### src/rtl/sinc3_decim_pkg.sv
package sinc3_decim_pkg;

    typedef enum logic {
        ST_FILL = 1'b0,
        ST_RUN  = 1'b1
    } dec_state_e;

    // Tap n of three length-`box` boxcars convolved: number of (a,b,c)
    // triples in [0,box) whose sum equals n.
    function automatic int sinc3_tap(input int n, input int box);
        int cnt;
        int c;
        cnt = 0;
        for (int a = 0; a < box; a++) begin
            for (int b = 0; b < box; b++) begin
                c = n - a - b;
                if (c >= 0 && c < box) cnt++;
            end
        end
        return cnt;
    endfunction

endpackage

### src/rtl/sinc3_tap_line.sv
module sinc3_tap_line #(
    parameter int TAPS = 64
) (
    input  logic            clk,
    input  logic            rst,
    input  logic            shift_en,
    input  logic            din,
    output logic [TAPS-1:0] window
);
    localparam int HW = TAPS - 1;

    logic [HW-1:0] hist_q;

    always_ff @(posedge clk) begin
        if (rst) begin
            hist_q <= '0;
        end else if (shift_en) begin
            hist_q <= {hist_q[HW-2:0], din};
        end
    end

    // window[0] is the live sample; window[k] is k samples older
    assign window = {hist_q, din};

    assert_hold_when_idle_R6: assert property (@(posedge clk) disable iff (rst)
        !shift_en |=> $stable(hist_q));

endmodule

### src/rtl/sinc3_pair_sum.sv
module sinc3_pair_sum
    import sinc3_decim_pkg::*;
#(
    parameter int BOX   = 22,
    parameter int TAPS  = 3 * BOX - 2,
    parameter int OUT_W = 15
) (
    input  logic [TAPS-1:0]          window,
    output logic signed [OUT_W-1:0]  acc
);
    localparam int NPAIR = TAPS / 2;
    localparam int NTERM = NPAIR + (TAPS % 2);

    logic signed [OUT_W-1:0] term [NTERM];

    genvar k;
    generate
        for (k = 0; k < NPAIR; k++) begin : g_pair
            localparam int H2 = 2 * sinc3_tap(k, BOX);
            logic lo_b, hi_b;
            assign lo_b = window[k];
            assign hi_b = window[TAPS-1-k];
            // (+/-1) + (+/-1) is one of -2, 0, +2
            assign term[k] = (lo_b & hi_b)   ?  OUT_W'(H2) :
                             (!lo_b && !hi_b) ? -OUT_W'(H2) : '0;
        end
        if (TAPS % 2 == 1) begin : g_mid
            localparam int HM = sinc3_tap(NPAIR, BOX);
            assign term[NPAIR] = window[NPAIR] ? OUT_W'(HM) : -OUT_W'(HM);
        end
    endgenerate

    always_comb begin
        acc = '0;
        for (int i = 0; i < NTERM; i++) begin
            acc = acc + term[i];
        end
    end

endmodule

### src/rtl/sinc3_phase_fsm.sv
module sinc3_phase_fsm
    import sinc3_decim_pkg::*;
#(
    parameter int TAPS  = 64,
    parameter int DECIM = 16
) (
    input  logic clk,
    input  logic rst,
    input  logic smp_en,
    output logic emit
);
    localparam int CW = $clog2(TAPS + 1);
    localparam int PW = (DECIM > 1) ? $clog2(DECIM) : 1;
    localparam logic [CW-1:0] FILL_LAST  = CW'(TAPS - 1);
    localparam logic [PW-1:0] PHASE_LAST = PW'(DECIM - 1);

    dec_state_e    state_q, state_d;
    logic [CW-1:0] fill_q;
    logic [PW-1:0] phase_q;
    logic          fill_done;
    logic          group_end;

    assign fill_done = (fill_q == FILL_LAST);
    assign group_end = (phase_q == PHASE_LAST);

    // state register
    always_ff @(posedge clk) begin
        if (rst) state_q <= ST_FILL;
        else     state_q <= state_d;
    end

    // transitions
    always_comb begin
        state_d = state_q;
        unique case (state_q)
            ST_FILL: if (smp_en && fill_done) state_d = ST_RUN;
            ST_RUN:  state_d = ST_RUN;
        endcase
    end

    // outputs
    always_comb begin
        emit = 1'b0;
        unique case (state_q)
            ST_FILL: emit = smp_en && group_end && fill_done;
            ST_RUN:  emit = smp_en && group_end;
        endcase
    end

    // sample and phase counters
    always_ff @(posedge clk) begin
        if (rst) begin
            fill_q  <= '0;
            phase_q <= '0;
        end else if (smp_en) begin
            phase_q <= group_end ? '0 : phase_q + 1'b1;
            if (state_q == ST_FILL) fill_q <= fill_q + 1'b1;
        end
    end

    assert_run_sticky_R4: assert property (@(posedge clk) disable iff (rst)
        (state_q == ST_RUN) |=> (state_q == ST_RUN));

    assert_emit_needs_fill_R4: assert property (@(posedge clk) disable iff (rst)
        emit |=> (state_q == ST_RUN));

endmodule

### src/rtl/sinc3_decim16.sv
module sinc3_decim16 #(
    parameter int BOX   = 22,
    parameter int DECIM = 16,
    parameter int TAPS  = 3 * BOX - 2,
    parameter int OUT_W = $clog2(BOX * BOX * BOX + 1) + 1
) (
    input  logic                    clk,
    input  logic                    rst,
    input  logic                    smp_en,
    input  logic                    bit_l,
    input  logic                    bit_r,
    output logic                    dec_valid,
    output logic signed [OUT_W-1:0] word_l,
    output logic signed [OUT_W-1:0] word_r
);
    localparam int NCH = 2;
    localparam int LIM = BOX * BOX * BOX;

    logic                    ch_bit [NCH];
    logic signed [OUT_W-1:0] ch_acc [NCH];
    logic                    emit;

    assign ch_bit[0] = bit_l;
    assign ch_bit[1] = bit_r;

    sinc3_phase_fsm #(.TAPS(TAPS), .DECIM(DECIM)) u_fsm (
        .clk    (clk),
        .rst    (rst),
        .smp_en (smp_en),
        .emit   (emit)
    );

    genvar c;
    generate
        for (c = 0; c < NCH; c++) begin : g_ch
            logic [TAPS-1:0] win;
            sinc3_tap_line #(.TAPS(TAPS)) u_line (
                .clk      (clk),
                .rst      (rst),
                .shift_en (smp_en),
                .din      (ch_bit[c]),
                .window   (win)
            );
            sinc3_pair_sum #(.BOX(BOX), .TAPS(TAPS), .OUT_W(OUT_W)) u_sum (
                .window (win),
                .acc    (ch_acc[c])
            );
        end
    endgenerate

    always_ff @(posedge clk) begin
        if (rst) begin
            dec_valid <= 1'b0;
            word_l    <= '0;
            word_r    <= '0;
        end else begin
            dec_valid <= emit;
            if (emit) begin
                word_l <= ch_acc[0];
                word_r <= ch_acc[1];
            end
        end
    end

    assert_single_pulse_R3: assert property (@(posedge clk) disable iff (rst)
        dec_valid |=> !dec_valid);

    assert_valid_after_sample_R3: assert property (@(posedge clk) disable iff (rst)
        dec_valid |-> $past(smp_en));

    assert_no_overflow_R8: assert property (@(posedge clk) disable iff (rst)
        dec_valid |-> (int'(word_l) <= LIM && int'(word_l) >= -LIM &&
                       int'(word_r) <= LIM && int'(word_r) >= -LIM));

endmodule

### config.mk
export PLATFORM = sky130hd
export DESIGN_NAME = sinc3_decim16
export DESIGN_NICKNAME = d
export VERILOG_FILES = /design/src/rtl/sinc3_decim_pkg.sv /design/src/rtl/sinc3_tap_line.sv /design/src/rtl/sinc3_pair_sum.sv /design/src/rtl/sinc3_phase_fsm.sv /design/src/rtl/sinc3_decim16.sv
export SDC_FILE = /design/constraint.sdc
export NUM_CORES = 1
export LEC_CHECK = 0
export ABC_AREA = 1
export BUFFER_PORTS_ARGS = -buffer_cell sky130_fd_sc_hd__buf_2
export CORE_MARGIN = 3
export CORE_UTILIZATION = 35
export CTS_BUF_LIST = sky130_fd_sc_hd__clkbuf_8
export CTS_CLUSTER_SIZE = 10
export DETAILED_ROUTE_END_ITERATION = 8
export SLEW_MARGIN = 5
export SYNTH_ARGS = -nofsm -noshare
export SYNTH_HDL_FRONTEND = slang
export SYNTH_HIERARCHICAL = 1
export SYNTH_SLANG_ARGS = --single-unit
### constraint.sdc
create_clock -name clk -period 16.8 [get_ports clk]
set_clock_uncertainty 0.15 [all_clocks]
set_input_delay 1.68 -clock clk [delete_from_list [all_inputs] [get_ports clk]]
set_output_delay 1.68 -clock clk [all_outputs]
set_load 0.02 [all_outputs]
==> results.tsv, run 1 <==
metric	value	unit
Critical Path AT	7.83	ns
max_cap viols	0	
port bufs	35	
met3 wire length	1395	um
EDFF count, synth	0	
Synth area leader	fa_1	
setup TNS	0	ns
initial core utilization	35.39	%
reg2reg end	word_l[14]	
status	completed	
#FFs+latches synth	169	
DRT iter0 DRCs	708	
crit-path leading delay family	adder cells	
Routed WL	42890	um
Final GP Congestion	0.8291	
top cell type's share of synthesized area	42.57	%
# DRC	0	
met2 WL post-DR	19070	um
DR vias	14220	
Slew @ Worst Pin	1.116	ns
routed vias/inst	3.999	
Seq/Total Area, Yosys	14.80	%
post_cts resized	0	
storage element area	3383	um2
WS Path Type	primary input to flop	
Core Area	64580	um2
fillers	6623	
Worst Reg-to-Reg Cells	26	
ANT nets after route	0	
wire per inst	12.06	um
flop-to-flop setup slack	9.65	ns
Synth top cells by count	926 x inv_1, 486 x fa_1, 417 x nand2_1	
asr flop ratio synth	0	%
cell count after synthesis	2681	
most common cell in the synthesized netlist	inv_1	
Worst Hold Depth	2	
Worst slew margin	25.61	%
fin crit share	44.73	%
vias in the first global route	14650	
number of setup buffers added after CTS	0	
final slew viol count	0	
CTS clk-pin slew, worst paths	0.11	ns
maximum fanout along the worst path	5	
DP HPWL	37720	um
largest net degree at the start of global routing	108	
cell repeated most along the worst path	fa_1	
die area	68400	um2
antenna violations before repair	1	
fin nets	3361	
CP Launch Type	primary input	
H-tree levels	4	
Ports	36	
Num CTS Buffers	17	
Clock Sink Count	169	
hold endpoint	word_l[9]	
min-delay src	word_l[9]	
Synth cell types	35	
layout cells sized above 1	3.263	%
Hold Path Class	flop to flop	
Clk Latency, worst-skew pair	0.53	ns
Die W	261.5	um
Final setup viols	0	
multi-input logic area	15570	um2
Top Metal Used	met4	
largest incremental delay on the critical path	0.55	ns
FMAX	133.1	MHz
Layout area overhead	5.578	%
post-cts hold buffer count	0	
synth top area cells	fa_1 43%, inv_1 15%, dfxtp_1 15%, ha_1 10%, nand2_1 6.8%	
CTS tree	built	
Worst EP required	17.12	ns
CP max-delay cell	fa_1	
First-pass DRT Iterations	5	
Yosys warnings	6	
first-pass GRT wire length	73310	um
CP bufs+invs	9	
DRT met1 WL	21920	um
RR Startpoint	g_ch[0].u_line/hist_q[22]	
final period demand of the worst path	7.515	ns
Root Buffer	clkbuf_8	
Final Hold Viols	0	
Max Root-Sink Buffers	2	
Worst Setup End Kind	flop	
mapped cell area	22860	um2
syn_nets	3358	
syn avg cell area	8.525	um2
row count	93	
Congestion Overflow GR	0	
RSZ-0062 raised after global routing	false	
Global Route Usage Sum	13.49	%
most used flip-flop cell after synthesis	dfxtp_1	
die height	261.5	um
worst hold margin	0.3235	ns
## sequential cells by signal, summed over array words and instances (netlist names)
name / count
dec_valid: 1
u_fsm/state_q: 1
u_fsm/fill_q: 7
g_ch.u_line/hist_q: 126
word_l: 15
word_r: 15
u_fsm/phase_q: 4
## worst min-delay path: cells and delay by family, from the launching register on
family,cells,cell delay (ns)
flip-flops,1,0.32
AND/OR/NAND/NOR,2,0.13
## metrics by stage
| step | setup WS [ns] | cell area (um2) | util, % | std cells |
|---|---|---|---|---|
| 3_3_place_gp | 8.771 | 23730 | 36.75 | 3520 |
| 5_1_grt | 8.945 | 24130 | 37.36 | 3553 |
| 4_1_cts | 9.285 | 24120 | 37.35 | 3552 |
| 3_5_place_dp | 8.684 | 23730 | 36.75 | 3520 |
| 6_report | 9.285 | 24130 | 37.37 | 3555 |
| 2_1_floorplan | 9.197 | 22860 | - | 2681 |
## cells by family after synthesis
logic type / count (synthesis) / synth area share, %
AO/OA/AOI/OAI: 38 / 0.9525
XOR/XNOR: 24 / 0.9197
adder cells (fa/ha/maj): 672 / 52.75
buffers and inverters: 986 / 17.11
flip-flops: 169 / 14.80
other: 2 / 0.03286
AND/OR/NAND/NOR: 790 / 13.43
## how the worst max path moves through the flow
| stage | startpoint | to | cells past startpoint |
|---|---|---|---|
| 2_1_floorplan | bit_l | word_l[11] | 29 |
| 3_3_place_gp | bit_l | word_l[11] | 29 |
| 3_5_place_dp | bit_l | word_l[11] | 29 |
| 4_1_cts | bit_l | word_l[11] | 29 |
| 5_1_grt | bit_l | word_l[11] | 29 |
| 6_report | bit_l | word_l[11] | 29 |
## metal layers
metal  vias up  track usage (%)
li1       7305                -
met3        21            1.876
met2       134            21.55
met4         0            3.141
met5         -                0
met1      6758            19.46
## area by class of cell
cell class,instances,area share (%)
antenna,3,0.03111
clock buffer,17,0.9696
clock inverter,15,0.6430
inverter,931,14.48
multi-input combinational,1526,64.53
sequential,169,14.02
tap,855,4.433
timing repair buffer,39,0.8867
## placed cells by master, fill, tap and decap left out, types with 17 or more instances in the layout
| master | n |
|---|---|
| nand3_1 | 19 |
| nor2_1 | 337 |
| ha_1 | 186 |
| dfxtp_1 | 169 |
| fa_1 | 486 |
| a21oi_1 | 23 |
| inv_1 | 927 |
| clkbuf_8 | 18 |
| nand2_1 | 417 |
| buf_2 | 34 |
| xor2_1 | 17 |
Power of run 1 is left out: the tool's default activity adds up to more than one toggle a clock period on the data nets, which glitch-free logic cannot reach.
==> run 2, diff against run 1 <==
- ABC_AREA: 1 -> 0
- clock period: 16.8 -> 6.5 ns (I/O delays scaled with it)
==> run 2 against run 1 <==
Compared with the run above: worst setup slack worse by 9.6 ns; worst hold slack got worse by 0.065 ns; sequential share of layout area is 0.84 points lower; synthesized area fell by 4.5%; sequential cell count unchanged; count of clock-buffer cells in the layout is the same; the flow now finishes with violations (setup timing); critical path depth is 6 lower; first-iteration DRC count decreased by 32%; die area decreased by 4.4%.
==> results.tsv, run 2 <==
metric	value	unit	change
status	finished with violations		
violated checks	setup timing		
CTS clk-pin slew, worst paths	0.10	ns	about the same
Layout area overhead	21.87	%	
RSZ-0062 raised after global routing	true		
Worst Setup End Kind	flop		
most common cell in the synthesized netlist	inv_1		
mapped cell area	21830	um2	-4.5%
# DRC	0		unchanged
Most Used Layer, Global Route	met2		
Critical Path AT	7.06	ns	-0.77 ns
Ports	36		unchanged
DR vias	13600		-4.3%
Worst EP required	6.72	ns	-10.40 ns
vias in the first global route	15560		+6.2%
H-tree levels	4		unchanged
Core Area	61030	um2	-5.5%
Simple-Gate Fraction of Synth Area	3.984	%	-9.4 points
Worst VDD drop	0.2215	mV	
antenna violations before repair	2		+1
Congestion Overflow GR	0		unchanged
routed vias/inst	4.173		+4.3%
layout cells sized above 1	29.04	%	+26 points
asr flop ratio synth	0	%	unchanged
Root Buffer	clkbuf_8		
First-pass DRT Iterations	4		-1
row count	90		-3.2%
syn avg cell area	10.54	um2	+24%
Die W	255.7	um	-2.2%
biggest regs	g_ch.u_line/hist_q (126), word_l (15), word_r (15)		
cell count after synthesis	2070		-23%
setup TNS	-1.783	ns	-1.783 ns
fillers	5765		-13%
DRT iter0 DRCs	480		-32%
Placed Cells	3176		-9.8%
Clock Sink Count	169		unchanged
EDFF count, synth	0		unchanged
post-cts hold buffer count	0		unchanged
Yosys warnings	6		unchanged
RR Startpoint	g_ch[0].u_line/hist_q[54]		
CP Launch Type	flop		
Global Route Usage Sum	14.66	%	+1.2 points
wire per inst	14.10	um	+17%
cell area after layout	26600	um2	+10%
WS Path Type	flop to flop		
CTS tree	built		
Hold Path Class	primary input to flop		
Num CTS Buffers	17		unchanged
syn_nets	2747		-18%
Area after DPL	24990	um2	+5.3%
hold endpoint	g_ch[1].u_line/hist_q[0]		
max reg flops	126		unchanged
port bufs	35		unchanged
fin crit share	105.2	%	
most frequent cells in the layout	671 x inv_1, 444 x fa_1, 318 x buf_4		
#FFs+latches synth	169		unchanged
Synth area leader	fa_1		
reg2reg end	word_l[13]		
FMAX	146.2	MHz	
Synth top cells by count	728 x inv_1, 486 x fa_1, 186 x ha_1		
Largest Register	g_ch.u_line/hist_q		
Final GP Congestion	0.8737		+5.4%
top cell type's share of synthesized area	44.57	%	+2.0 points
GR Util met3	2.345	%	+0.47 points
post-synthesis xor/xnor area fraction	1.806	%	+0.89 points
worst setup margin	-0.3397	ns	-9.625 ns
die height	255.7	um	-2.2%
Clk Latency, worst-skew pair	0.51	ns	-0.02 ns
Post-Synth Adder-Cell Area	55.24	%	+2.5 points
post-synthesis compound-gate area fraction	1.594	%	+0.64 points
first-pass GRT wire length	77820	um	+6.1%
Pwr Density	165.2	nW/um2	
fin nets	3095		-7.9%
die area	65400	um2	-4.4%
most common cell after layout, fill and taps aside	inv_1		
Seq/Total Area, Yosys	15.50	%	+0.70 points
final period demand of the worst path	6.840	ns	
Slew @ Worst Pin	1.070	ns	-0.04616 ns
flop-to-flop setup slack	-0.34	ns	-9.99 ns
final slew viol count	0		unchanged
non-filler cells, final	3260		-8.3%
Worst Reg-to-Reg Cells	23		-12%
largest net degree at the start of global routing	91		-16%
min-delay src	bit_r		
Worst Hold Depth	3		+1
met1 Use GR	19.90	%	+0.44 points
leakage power	13.03	nW	
Final Hold Viols	0		unchanged
DP HPWL	39310	um	+4.2%
most used flip-flop cell after synthesis	dfxtp_1		
initial core utilization	35.76	%	+0.37 points
max_cap viols	0		unchanged
Max Root-Sink Buffers	2		unchanged
mux contribution to synthesized area	7.297	%	+7.3 points
Synth cell types	46		+31%
ANT nets after route	0		unchanged
worst setup path start	g_ch[0].u_line/hist_q[54]		
main combinational cell family by area after synthesis	adder cells		
synth top area cells	fa_1 45%, dfxtp_1 16%, inv_1 13%, ha_1 11%, mux2i_1 7.2%		
Design Power	4.395	mW	
met2 Use GR	24.39	%	+2.8 points
Final setup viols	11		+11
maximum fanout along the worst path	3		-2
Worst slew margin	28.68	%	+3.1 points
Routed WL	45960	um	+7.2%
==> run 2: changes by cell type after synthesis, sizes merged, moves of 8 or more <==
| cell | change |
|---|---|
| o21ai | +8 |
| buf | -17 |
| xnor2 | +28 |
| nand3 | -19 |
| nand2 | -407 |
| nor2 | -171 |
| inv | -202 |
| mux2i | +158 |
| a21oi | -13 |
==> run 2: layout make-up <==
class	instances	area [um2]	area share [%]
Antenna cell	1	2.502	0.009407
Clock buffer	17	234.0	0.8795
Clock inverter	15	186.4	0.7008
Inverter	728	2735	10.28
Multi-Input combinational cell	1132	16140	60.66
Sequential cell	169	3506	13.18
Tap cell	828	1036	3.894
Timing Repair Buffer	370	2766	10.40
==> run 2: worst max path at each step <==
stage / slack [ns] / depth (start not counted) / endpoint
4_1_cts: -0.36 / 23 / word_l[13]
2_1_floorplan: -0.03 / 23 / word_l[13]
3_5_place_dp: -0.43 / 24 / word_l[13]
3_3_place_gp: -0.32 / 24 / word_r[14]
5_1_grt: -0.59 / 24 / word_l[13]
6_report: -0.34 / 23 / word_l[13]
==> run 2: kinds of logic after synthesis <==
kind of cell,after synthesis
other,2
AND/OR/NAND/NOR,209
buffers and inverters,769
XOR/XNOR,45
multiplexers,159
adder cells (fa/ha/maj),672
AO/OA/AOI/OAI,45
flip-flops,169
==> run 2: critical path, cell delays in order, from the launching register on <==
cell and delay (ns):
dfxtp_2 0.36, inv_2 0.05, ha_4 0.16, fa_1 0.52, fa_1 0.58, inv_2 0.05, fa_1 0.53, inv_1 0.05
fa_1 0.53, fa_1 0.47, fa_1 0.53, fa_1 0.51, inv_2 0.04, fa_1 0.54, inv_1 0.05, ha_2 0.19
fa_2 0.34, a21o_1 0.18, a21oi_2 0.16, o21ai_2 0.08, o41ai_2 0.32, xnor2_1 0.12, mux2i_1 0.14, nor2_1 0.05
==> run 2: power breakdown <==
| part | internal, mW | leakage [nW] | switching (mW) |
|---|---|---|---|
| sequential | 1.04 | 1.41 | 0.00393 |
| combinational | 1.32 | 11.4 | 1.19 |
| clock | 0.357 | 0.214 | 0.489 |
==> run 2: metal layers <==
layer | part of all wire, % | wire, um
met1 | 47 | 21590
met2 | 48 | 21910
met3 | 3.2 | 1473
met4 | 2.1 | 966
met5 | 0.028 | 13
==> run 2: through the flow <==
| stage | setup slack, ns | hold WS [ns] | util [%] |
|---|---|---|---|
| finish | -0.3397 | 0.2586 | 43.59 |
| floorplan | -0.03043 | 0.3083 | - |
| detailed placement | -0.4256 | 0.3255 | 40.95 |
| global route | -0.5895 | 0.2330 | 43.59 |
| global placement | -0.3223 | 0.3179 | 40.95 |
| CTS | -0.3552 | 0.2163 | 42.99 |
==> run 2: timing repair <==
item / CTS / global route
pin swaps: 93 / 61
gates resized for setup: 179 / 84
gates cloned: 0 / 0
setup buffers: 38 / 22
endpoints found under the setup margin: 13 / 16
Power figures use the tool's default switching activity.
==> run 3, diff against run 2 <==
- CORE_UTILIZATION: 35 -> 40
==> run 3 against run 2 <==
Compared with the run above: the run still ends with setup timing left; core utilization increased by 5.7 points; worst setup slack improved by 0.013 ns; combinational power is 7% lower; global-route usage rose by 2.1 points; count of clock-buffer cells in the layout is the same; cell area shrank 1.2%; clock power is 15% lower; worst hold slack gained 0.023 ns; via count shrank 0.29%; critical path depth fell by 1; sequential share of layout area grew 0.23 points; maximum frequency increased by 0.19%; largest cell class unchanged; largest power group unchanged; highest routed layer unchanged.
==> results.tsv, run 3 (synthesis results as in run 2) <==
metric	value	unit	change
cell repeated most along the worst path	fa_1		
Worst VDD drop	0.1732	mV	-22%
Largest Register	g_ch.u_line/hist_q		
flop-to-flop setup slack	-0.33	ns	about the same
worst setup margin	-0.3271	ns	+0.01266 ns
CTS clk-pin slew, worst paths	0.11	ns	about the same
vias in the first global route	15180		-2.4%
Final GP Congestion	0.8545		-2.2%
Max Root-Sink Buffers	2		unchanged
Worst slew margin	20.76	%	-7.9 points
largest net degree at the start of global routing	127		+40%
WS Path Type	flop to flop		
die height	239.6	um	-6.3%
Slew @ Worst Pin	1.189	ns	+0.1189 ns
post-cts hold buffer count	0		unchanged
Congestion Overflow GR	0		unchanged
critical-path cell list	buf_4, ha_4, fa_1, buf_4, fa_2, fa_1, fa_2, fa_2, fa_1, fa_1, inv_2, fa_1, inv_1, ha_2, fa_2, a21o_1, a21oi_2, o21ai_2, o41ai_2, xnor2_1, mux2i_1, nor2_1		
max_cap viols	0		unchanged
fin crit share	105.0	%	-0.19 points
Core Area	53290	um2	-13%
Ports	36		unchanged
DRT iter0 DRCs	392		-18%
routed vias/inst	4.380		+5.0%
fillers	4801		-17%
Worst Reg-to-Reg Cells	22		-4.3%
Root Buffer	clkbuf_8		
Num CTS Buffers	17		unchanged
die area	57410	um2	-12%
most frequent cells in the layout	658 x inv_1, 441 x fa_1, 300 x buf_4		
DP HPWL	38650	um	-1.7%
largest incremental delay on the critical path	0.60	ns	+0.02 ns
wire per inst	14.56	um	+3.3%
setup TNS	-1.100	ns	+0.6832 ns
antenna violations before repair	3		+1
Hold Path Class	primary input to flop		
Area after DPL	24810	um2	-0.72%
Worst Setup End Kind	flop		
Die W	239.6	um	-6.3%
Clk Latency, worst-skew pair	0.55	ns	+0.04 ns
port bufs	35		unchanged
Global Route Usage Sum	16.79	%	+2.1 points
Routed WL	45080	um	-1.9%
Final Hold Viols	0		unchanged
leakage power	12.86	nW	-1.3%
status	finished with violations		
fin nets	3073		-0.71%
violated checks	setup timing		
Pwr Density	155.3	nW/um2	-6.0%
CTS tree	built		
biggest regs	g_ch.u_line/hist_q (126), word_l (15), word_r (15)		
initial core utilization	40.96	%	+5.2 points
Final setup viols	8		-3
Critical Path AT	7.17	ns	+0.11 ns
DR vias	13560		-0.29%
RSZ-0062 raised after global routing	true		
fin util	49.33	%	+5.7 points
Placed Cells	3032		-4.5%
row count	84		-6.7%
H-tree levels	4		unchanged
Clock Sink Count	169		unchanged
# DRC	0		unchanged
most common cell after layout, fill and taps aside	inv_1		
first-pass GRT wire length	75130	um	-3.5%
final period demand of the worst path	6.827	ns	-0.01267 ns
max reg flops	126		unchanged
Worst Hold Depth	3		unchanged
cell area after layout	26290	um2	-1.2%
non-filler cells, final	3097		-5.0%
CP max-delay cell	fa_1		
layout cells sized above 1	29.65	%	+0.61 points
CP Launch Type	flop		
ANT nets after route	0		unchanged
Worst EP required	6.84	ns	+0.12 ns
maximum fanout along the worst path	4		+1
FMAX	146.5	MHz	+0.19%
First-pass DRT Iterations	4		unchanged
Layout area overhead	20.43	%	
final slew viol count	0		unchanged
run 3: cell types whose count changed in the layout (fill, tap and decap cells not counted), moves of 7 or more:
cell	previous run	this run
buf_4	318	300
dfxtp_1	83	73
dfxtp_2	80	87
inv_1	671	658
inv_2	57	70
run 3: worst paths after layout:
kind | to | start
setup reg to reg | word_l[13] | g_ch[0].u_line/hist_q[16]
hold reg to reg | word_l[0] | word_l[0]
hold / removal | g_ch[0].u_line/hist_q[0] | bit_l
setup / recovery | word_l[13] | g_ch[0].u_line/hist_q[16]
run 3: power breakdown:
part / switching (mW) / internal [mW] / leakage (nW)
sequential: 0.00386 / 1.03 / 1.41
combinational: 1.16 / 1.16 / 11.3
clock: 0.450 / 0.270 / 0.185
run 3: layer usage:
metal / up-vias / part of all wire [%] / global-route usage, %
met3: 37 / 2.9 / 2.948
met5: - / 0.029 / 0
met4: 2 / 1.7 / 4.490
met2: 129 / 50 / 28.50
met1: 6892 / 45 / 22.29
li1: 6504 / - / -
run 3: final cells by class:
| type | count | area [um2] | share of cell area (%) |
|---|---|---|---|
| inverter | 728 | 2735 | 10.41 |
| multi-input combinational | 1132 | 16210 | 61.67 |
| tap | 688 | 860.8 | 3.275 |
| clock buffer | 17 | 234.0 | 0.8901 |
| sequential | 169 | 3526 | 13.41 |
| antenna | 1 | 2.502 | 0.009520 |
| clock inverter | 14 | 112.6 | 0.4284 |
| timing repair buffer | 348 | 2604 | 9.905 |
run 3: stage by stage:
step	power, mW	hold slack, ns	worst slack (ns)
4_1_cts	3.940	0.2204	-0.3162
6_report	4.083	0.2813	-0.3271
3_3_place_gp	3.039	0.3167	-0.4677
2_1_floorplan	2.406	0.3083	-0.03043
3_5_place_dp	3.074	0.3301	-0.4990
5_1_grt	4.395	0.2721	-0.5499
run 3: what timing repair did:
item                                    in CTS  in global routing
pin swaps                                   83                115
setup buffers                               22                 14
endpoints found under the setup margin      13                 15
gates resized for setup                    138                159
run 3: critical path: cells and delay by family (launching register included):
kind / cells / cell delay, ns
and+or+nand+nor: 1 / 0.12
muxes: 1 / 0.09
AOI/OAI and AO/OA: 4 / 0.84
buffers and inverters: 4 / 0.35
DFF: 1 / 0.35
xor gates and xnor gates: 1 / 0.15
adders and majority gates: 11 / 4.70
